<file path="config.mk">
export PLATFORM = sky130hd
export DESIGN_NAME = bus_xcvr
export DESIGN_NICKNAME = d
export VERILOG_FILES = /design/src/rtl/bus_xcvr.sv
export SDC_FILE = /design/constraint.sdc
export NUM_CORES = 1
export LEC_CHECK = 0
export BUFFER_PORTS_ARGS = -buffer_cell sky130_fd_sc_hd__buf_4
export CAP_MARGIN = 20
export CORE_ASPECT_RATIO = 1.1
export CORE_MARGIN = 2
export CORE_UTILIZATION = 30
export DETAILED_ROUTE_END_ITERATION = 10
export GPL_ROUTABILITY_DRIVEN = 0
export SYNTH_ARGS = -nofsm -noshare
export SYNTH_HDL_FRONTEND = slang
export SYNTH_SLANG_ARGS = --single-unit
</file>
<file path="constraint.sdc">
create_clock -name clk -period 3 [get_ports clk]
set_clock_uncertainty 0.2 [all_clocks]
set_input_delay 0.6 -clock clk [delete_from_list [all_inputs] [get_ports clk]]
set_output_delay 0.6 -clock clk [all_outputs]
set_load 0.02 [all_outputs]
</file>
<file path="src/rtl/bus_xcvr.sv">
module bus_xcvr #(
  parameter int W = 18
) (
  input  logic         clk,
  input  logic         rst_n,
  input  logic [W-1:0] a_in,
  input  logic [W-1:0] a_drv,
  input  logic [W-1:0] b_in,
  input  logic [W-1:0] b_drv,
  input  logic         le_ab,
  input  logic         le_ba,
  input  logic         clk_ab,
  input  logic         clk_ba,
  input  logic         oe_ab,
  input  logic         oe_ba_n,
  output logic [W-1:0] a_out,
  output logic         a_oe,
  output logic [W-1:0] b_out,
  output logic         b_oe,
  output logic         contention
);

  logic [W-1:0] keep_a, keep_b;
  logic [W-1:0] a_eff, b_eff;
  logic [W-1:0] q_ab, q_ba;
  logic         clk_ab_d, clk_ba_d;
  logic         up;

  // bus keeper: undriven bits take their last driven value
  assign a_eff = (a_in & a_drv) | (keep_a & ~a_drv);
  assign b_eff = (b_in & b_drv) | (keep_b & ~b_drv);

  always_ff @(posedge clk or negedge rst_n) begin
    if (!rst_n) begin
      keep_a <= '0;
      keep_b <= '0;
    end else begin
      keep_a <= a_eff;
      keep_b <= b_eff;
    end
  end

  wire ab_rise = clk_ab & ~clk_ab_d;
  wire ba_rise = clk_ba & ~clk_ba_d;

  always_ff @(posedge clk or negedge rst_n) begin
    if (!rst_n) begin
      q_ab     <= '0;
      q_ba     <= '0;
      clk_ab_d <= 1'b0;
      clk_ba_d <= 1'b0;
      up       <= 1'b0;
    end else begin
      clk_ab_d <= clk_ab;
      clk_ba_d <= clk_ba;
      up       <= 1'b1;
      if (le_ab || ab_rise) q_ab <= a_eff;
      if (le_ba || ba_rise) q_ba <= b_eff;
    end
  end

  assign b_out      = le_ab ? a_eff : q_ab;
  assign a_out      = le_ba ? b_eff : q_ba;
  assign b_oe       = oe_ab;
  assign a_oe       = ~oe_ba_n;
  assign contention = a_oe & b_oe;

  AST_AB_HOLD: assert property (@(posedge clk) disable iff (!rst_n)
    (!le_ab && !(clk_ab && !clk_ab_d)) |=> (q_ab == $past(q_ab)));
  AST_BA_HOLD: assert property (@(posedge clk) disable iff (!rst_n)
    (!le_ba && !(clk_ba && !clk_ba_d)) |=> (q_ba == $past(q_ba)));
  AST_AB_CLOSE: assert property (@(posedge clk) disable iff (!rst_n)
    (up && $fell(le_ab)) |-> (b_out == $past(a_eff)));
  AST_BOTH_DRIVE: assert property (@(posedge clk) disable iff (!rst_n)
    (oe_ab && !oe_ba_n) |-> contention);
  AST_KEEP_STABLE: assert property (@(posedge clk) disable iff (!rst_n)
    (a_drv == '0) |=> (keep_a == $past(keep_a)));

endmodule

</file>
==> results of run 1 <==
==> state kept, by name, summed over array words and instances (netlist names) <==
register and cells:
clk_ab_d 1, clk_ba_d 1, keep_a 18, keep_b 18, q_ab 18, q_ba 18
==> area by class of cell <==
class	count	area, sq um
Tap cell	147	183.9
Fill cell	1016	6143
Timing Repair Buffer	120	900.9
Inverter	3	11.26
Clock buffer	12	266.5
Clock inverter	4	72.57
Sequential cell	74	1852
Multi-Input combinational cell	111	1330
==> placed cells by master (no fill, tap or decap) <==
master / instances
a21oi_4: 2
buf_4: 120
bufinv_16: 2
clkbuf_16: 9
clkbuf_8: 3
clkinv_2: 1
clkinvlp_4: 1
dfrtp_1: 74
inv_1: 3
mux2_2: 88
mux2_4: 20
nor2b_1: 1
==> metrics by stage <==
stage               hold slack (ns)  cell area (sq um)  utilization (%)
finish                       0.2044               4617            42.91
global route                 0.1921               4617            42.91
CTS                          0.1912               4617            42.91
detailed placement           0.2904               4278            39.76
global placement             0.2846               4278            39.76
floorplan                    0.1044               3273                -
==> routing by layer <==
metal / track usage, % / routed length, um / vias up
li1: - / - / 943
met1: 13.78 / 2681 / 1014
met2: 17.04 / 2981 / 67
met3: 3.429 / 430 / 13
met4: 6.396 / 141 / 0
met5: 0 / 0 / -
==> how the worst max path moves through the flow <==
stage                     startpoint         to  cells after the start
after floorplan                le_ba  a_out[10]                      3
after global placement     a_drv[13]  b_out[13]                      4
after detailed placement   a_drv[13]  b_out[13]                      4
after CTS                  a_drv[13]  b_out[13]                      4
after global routing        b_drv[9]   a_out[9]                      4
final                      a_drv[13]  b_out[13]                      4
==> cells by family (layout without fill, tap and decap cells) <==
logic type             count (synthesis)  in the layout  synth area share [%]
AO/OA/AOI/OAI                          2              2                0.9938
buffers and inverters                 10            139                 2.791
AND/OR/NAND/NOR                        1              1                0.1913
multiplexers                         108            108                 39.45
flip-flops                            74             74                 56.58
==> report_power, final <==
group	total [W]	internal (W)	switching (W)	leakage, nW
clock network	0.00119	0.000794	0.000398	0.165
logic	0.000614	0.000351	0.000263	1.11
registers	0.00117	0.00112	0.0000468	0.866
==> results.yml, run 1 <==
run_status:
  status: "finished, final reports clean"
yosys:
  synth.distinct_cells: 10
  syn_nets: 275
  ys_ff_latch: 74
  synth_top_area_share_pct: 56.57
  yosys.area.top_type: "dfrtp_1"
  synth_area_leaders: "dfrtp_1 57%, mux2_2 30%, mux2_4 9.2%"
  synth_top_flop_cell: "dfrtp_1"
  netlist_area_sq_um: 3273
  async_flop_share_pct: 100.0
  synthTopCellsByCount: "88 x mux2_2, 74 x dfrtp_1, 20 x mux2_4"
  syn_avg_cell_area_sq_um: 16.79
  synth_edf_count: 0
  synth_warnings: 0
  synthCells: 195
  synth_most_common_cell: "mux2_2"
  yosysSeqAreaShare_pct: 56.57
setup_path:
  rr_startpoint: "clk_ab_d"
  crit_family: "multiplexers"
  cp-start-kind: "input port"
  r2r_cells: 4
  path_cells: "buf_4, mux2_2, mux2_2, buf_4"
  reg2reg_slack_ns: 1.32
  r2r_end: "q_ab[6]"
  cp-end-kind: "output pin"
  crit_path_top_delay_cell: "mux2_2"
  cp_max_fo: 3
  critPathRequiredTime_ns: 2.20
  slowest_delay_ns: 0.36
  cp.arrival_ns: 1.47
  cp_num_buf_inv: 2
  worst-setup-path-type: "in -> out"
timing:
  relSlewSlack_pct: 38.77
  worstMarginPinSlew_ns: 0.9185
  tns_ns: 0
  grt_setup_unrepaired: "no"
  fin_crit_sh_pct: 75.80
  finalMaxSlewViolations: 0
  max_freq_mhz: 439.7
  hold_viol_final: 0
  fin_crit_ns: 2.274
  worst_slack_ns: 0.7259
  setup-violations-final: 0
clock_network:
  cts_tree: "done"
  h-tree-depth: 3
  post_cts_buffers: 0
  cts_root_buffer: "clkbuf_16"
  cts.clk_slew.worst_paths_ns: 0.06
  clock_sinks: 74
  clock_latency_ns: 0.33
  numCtsBuffers: 9
  holdBufCountCts: 0
  cts_buffer_depth: 2
  postCtsResizedCells: 0
drt:
  avgViaCountPerCell: 4.325
  wl_per_cell_um: 13.24
  firstDrtPassIters: 3
  drc: 0
  drt-initial-drc-count: 47
  vias: 2037
  antenna_left: 0
  finalWirelength_mm: 6.234
die:
  die-area_sq_um: 11760
  die_h_um: 113.6
  start_util_pct: 30.42
  core-area_sq_um: 10760
  die_x_um: 103.6
  ios: 119
  core.rowCount: 40
grt:
  grt_max_degree: 75
  antenna_found_initial: 0
  grt_pass1_vias: 2136
  grtUsageTotal_pct: 11.04
  grt_pass1_wl_mm: 10.25
  grt-ovfl-total: 0
finish:
  layout-drive-gt1-share_pct: 75.93
  syn_to_final_growth_pct: 41.06
  nNetsFinal: 399
  final-instance-count-excl-fill: 471
  antenna_cells: 0
power:
  vdd_drop_max_v: 0.0002181
  total_power_w: 0.002975
  p_per_area_nw_per_um2: 644.3
  total_leakage_power_nw: 2.136
placement:
  place_hpwl_mm: 4.256
  portBuffers: 118
  dp.cells: 455
  pre_cts_slack_ns: 0.7248
flow_run:
  drv_cap: 0
hold_path:
  hold_path.class: "in -> async"
(Power assumes the default switching activity.)
==> inputs of run 2 (changes only) <==
- clock period: 3 -> 2.05 ns (I/O delays scaled with it)
==> results.yml, run 2 (same netlist as run 1, synthesis figures left out) <==
grt:
  grtUsageTotal_pct: 10.99
  antenna_found_initial: 0
  grt-ovfl-total: 0
  grt_pass1_wl_mm: 10.34
  grt_pass1_vias: 2198
  grt_max_degree: 35
finish:
  fin_util_pct: 43.38
  final_cell_mix: "117 x buf_4, 78 x mux2_2, 74 x dfrtp_1"
  layout-drive-gt1-share_pct: 74.70
  nNetsFinal: 403
  final_common_cell: "buf_4"
  multi_input_area_sq_um: 1368
  antenna_cells: 0
  seq_area_sq_um: 1852
  fillCellCount: 1028
  syn_to_final_growth_pct: 42.62
placement:
  place_hpwl_mm: 4.459
  pre_cts_slack_ns: 0.1529
  portBuffers: 118
timing:
  hold_viol_final: 0
  worst_slack_ns: 0.03460
  tns_ns: 0
  fin_crit_sh_pct: 98.31
  max_freq_mhz: 496.2
  relSlewSlack_pct: 76.15
  worstMarginPinSlew_ns: 0.3577
  setup-violations-final: 0
  finalMaxSlewViolations: 0
  fin_crit_ns: 2.015
drt:
  vias: 2051
  antenna_left: 0
  wl_per_cell_um: 13.37
  drt-initial-drc-count: 29
  avgViaCountPerCell: 4.318
  finalWirelength_mm: 6.350
  drc: 0
  firstDrtPassIters: 4
die:
  die-area_sq_um: 11760
  core-area_sq_um: 10760
  die_h_um: 113.6
  core.rowCount: 40
  die_x_um: 103.6
  ios: 119
  start_util_pct: 30.42
power:
  pwr-share-comb_pct: 22.7
  p_switching_w: 0.001012
  power_frac_seq_pct: 41.3
  p_sw_share_pct: 24.46
  total_leakage_power_nw: 2.184
  pwr-share-clk_pct: 36.0
  p_per_area_nw_per_um2: 886.2
  vdd_drop_max_v: 0.0003130
  internal_power_w: 0.003125
run_status:
  status: "finished, final reports clean"
clock_network:
  numCtsBuffers: 9
  cts_buffer_depth: 2
  clock_sinks: 74
  cts_root_buffer: "clkbuf_16"
  cts.clk_slew.worst_paths_ns: 0.06
  h-tree-depth: 3
  cts_tree: "done"
  clock_latency_ns: 0.32
hold_path:
  hold_path.class: "in -> reg"
setup_path:
  worst-setup-path-type: "reg -> out"
  critPathRequiredTime_ns: 1.44
  cp-start-kind: "flop"
  cp_max_fo: 3
  cp-end-kind: "output pin"
  cp.arrival_ns: 1.41
flow_run:
  drv_cap: 0
## run 2: worst max-delay path, cell delays in order, from the launching register on
cell and delay, ns:
dfrtp_1 0.36, mux2_4 0.28, mux2_2 0.28, buf_4 0.16
## run 2: power by group through the flow
stage	Clock (W)	Sequential (W)	Combinational (W)
final	0.00149	0.00171	0.000938
after global placement	0	0.00173	0.000920
after CTS	0.00155	0.00171	0.000932
after global routing	0.00161	0.00173	0.00101
after detailed placement	0	0.00173	0.000926
after floorplan	0	0.00171	0.000559
## run 2: final cells by class
cell class	count	area share (%)
flip-flops and latches	74	39.67
multi-input cells	111	29.30
well taps	147	3.940
inverters	3	0.2412
repair buffers	124	20.85
clock buffers	13	5.146
clock inverters	3	0.8577
## run 2: path summary, 6_finish.rpt
| kind | to | slack (ns) | start | cells after the start |
|---|---|---|---|---|
| max | a_out[11] | 0.03 | keep_b[11] | 3 |
| min | clk_ba_d | 0.02 | clk_ba | 1 |
| max reg2reg | q_ab[6] | 0.60 | clk_ab_d | 4 |
| min reg2reg | q_ba[0] | 0.30 | q_ba[0] | 1 |
| max in group asynchronous | keep_b[6] | 0.78 | rst_n | 3 |
| min in group asynchronous | q_ba[14] | 0.34 | rst_n | 2 |
## run 2: routing by layer
layer / vias up / part of all wire [%] / routed length, um / GRT usage, %
li1: 951 / - / - / -
met1: 1025 / 43 / 2713 / 13.48
met2: 66 / 50 / 3192 / 18.01
met3: 9 / 5.3 / 338 / 2.686
met4: 0 / 1.7 / 106 / 5.946
met5: - / 0 / 0 / 0
## run 2: stage by stage
| stage | instances | area [sq um] | hold WS [ns] | power (W) |
|---|---|---|---|---|
| finish | 475 | 4668 | 0.01942 | 0.004137 |
| global route | 475 | 4668 | 0.006945 | 0.004345 |
| CTS | 475 | 4616 | 0.0008117 | 0.004193 |
| detailed placement | 458 | 4325 | 0.1498 | 0.002659 |
| global placement | 458 | 4325 | 0.1526 | 0.002646 |
| floorplan | 195 | 3273 | -0.08559 | 0.002270 |
## run 2: what timing repair did
item	CTS	global route
hold buffers	1	0
buffers inserted	0	0
gates resized for setup	0	14
endpoints found under the hold margin	26	0
endpoints found under the setup margin	0	9
==> inputs of run 3 (changes only) <==
- RECOVER_POWER: default -> 25
==> results.yml, run 3 (same netlist as run 1, synthesis figures left out) <==
run_status:
  status: "finished, final reports clean"
setup_path:
  reg2reg_slack_ns: 0.60
  cp-start-kind: "flop"
  crit_start: "keep_b[11]"
  crit_path_top_delay_cell: "dfrtp_1"
  cp.arrival_ns: 1.41
  cp-end-kind: "output pin"
  worst-setup-path-type: "reg -> out"
  path_cells: "mux2_4, mux2_2, buf_4"
  slowest_delay_ns: 0.36
  r2r_end: "q_ab[6]"
  cp_max_fo: 3
  critPathRequiredTime_ns: 1.44
  rr_startpoint: "clk_ab_d"
  r2r_cells: 4
  worstSetupEndpoint: "a_out[11]"
timing:
  fin_crit_sh_pct: 98.31
  relSlewSlack_pct: 76.15
  max_freq_mhz: 496.2
  setup-violations-final: 0
  hold_viol_final: 0
  hold_slack_ns: 0.05138
  finalMaxSlewViolations: 0
  worstMarginPinSlew_ns: 0.3577
  fin_crit_ns: 2.015
finish:
  nNetsFinal: 403
  final_cell_mix: "115 x buf_4, 78 x mux2_2, 74 x dfrtp_1"
  antenna_cells: 0
  final_common_cell: "buf_4"
  syn_to_final_growth_pct: 42.39
  layout-drive-gt1-share_pct: 74.09
  fillCellCount: 1032
  final-instance-count-excl-fill: 475
  design_area_sq_um: 4661
power:
  pwr-share-comb_pct: 22.6
  vdd_drop_max_v: 0.0003135
  p_per_area_nw_per_um2: 887.7
  p_sw_share_pct: 24.51
  total_leakage_power_nw: 2.176
  total_power_w: 0.004137
  p_switching_w: 0.001014
  internal_power_w: 0.003123
  pwr-share-clk_pct: 36.1
  power_frac_seq_pct: 41.3
hold_path:
  holdPathStages: 1
  hold_path.class: "in -> reg"
placement:
  postPlaceCellArea_sq_um: 4325
  place_hpwl_mm: 4.459
  portBuffers: 118
  dp.cells: 458
grt:
  grt-ovfl-total: 0
  grt_pass1_wl_mm: 10.34
  grt_max_degree: 35
  grtUsageTotal_pct: 10.99
  grt_pass1_vias: 2198
  antenna_found_initial: 0
drt:
  wl_per_cell_um: 13.37
  avgViaCountPerCell: 4.314
  drt-initial-drc-count: 26
  drc: 0
  finalWirelength_mm: 6.349
  antenna_left: 0
  vias: 2049
  firstDrtPassIters: 4
clock_network:
  numCtsBuffers: 9
  h-tree-depth: 3
  clock_latency_ns: 0.32
  cts.clk_slew.worst_paths_ns: 0.06
  post_cts_buffers: 0
  clock_sinks: 74
  cts_tree: "done"
  cts_root_buffer: "clkbuf_16"
  cts_buffer_depth: 2
die:
  start_util_pct: 30.42
  die_h_um: 113.6
  core-area_sq_um: 10760
  ios: 119
  core.rowCount: 40
  die_x_um: 103.6
  die-area_sq_um: 11760
flow_run:
  drv_cap: 0
==> run 3: changes by cell type in the layout (fill, tap and decap cells not counted) <==
cell	change
buf_4	-2
clkbuf_1	+2
==> run 3: critical path: cells and delay by family, from the launching register on <==
kind	cells	cell delay (ns)
multiplexers	2	0.56
buffers and inverters	1	0.16
flip-flops	1	0.36
==> run 3: cell type report <==
| cell class | instances | area [sq um] | area share [%] |
|---|---|---|---|
| flip-flops and latches | 74 | 1852 | 39.73 |
| multi-input cells | 111 | 1368 | 29.34 |
| well taps | 147 | 183.9 | 3.946 |
| clock buffers | 13 | 240.2 | 5.154 |
| inverters | 3 | 11.26 | 0.2416 |
| clock inverters | 3 | 40.04 | 0.8591 |
| repair buffers | 124 | 965.9 | 20.72 |
==> run 3: power groups by stage <==
stage	clock, W	combinational, W	sequential [W]
finish	0.00149	0.000936	0.00171
global route	0.00161	0.00101	0.00173
CTS	0.00155	0.000932	0.00171
detailed placement	0	0.000926	0.00173
global placement	0	0.000920	0.00173
floorplan	0	0.000559	0.00171
==> run 3: worst min path at each step <==
stage / start / endpoint / slack [ns]
after floorplan: rst_n / clk_ab_d / -0.09
after global placement: rst_n / keep_b[14] / 0.15
after detailed placement: rst_n / keep_b[14] / 0.15
after CTS: clk_ba / clk_ba_d / 0.0008
after global routing: clk_ba / clk_ba_d / 0.04
final: clk_ba / clk_ba_d / 0.05
==> run 3: repair_timing <==
action,in CTS,in global routing
gates resized for setup,0,14
hold endpoints to repair,26,0
hold buffers,1,0
endpoints found under the setup margin,0,9
==> run 3: stage by stage <==
step | utilization (%) | TNS (ns) | setup slack [ns]
2_1_floorplan | - | 0 | 0.2913
3_3_place_gp | 40.20 | 0 | 0.1531
3_5_place_dp | 40.20 | 0 | 0.1529
4_1_cts | 42.90 | 0 | 0.009228
5_1_grt | 43.31 | -0.02106 | -0.009734
6_report | 43.31 | 0 | 0.03460
==> run 3: metal layers <==
metal | global-route usage (%) | vias to the layer above | part of all wire, %
met2 | 18.01 | 66 | 50
met1 | 13.48 | 1021 | 43
li1 | - | 953 | -
met3 | 2.686 | 9 | 5.3
met4 | 5.946 | 0 | 1.7
met5 | 0 | - | 0
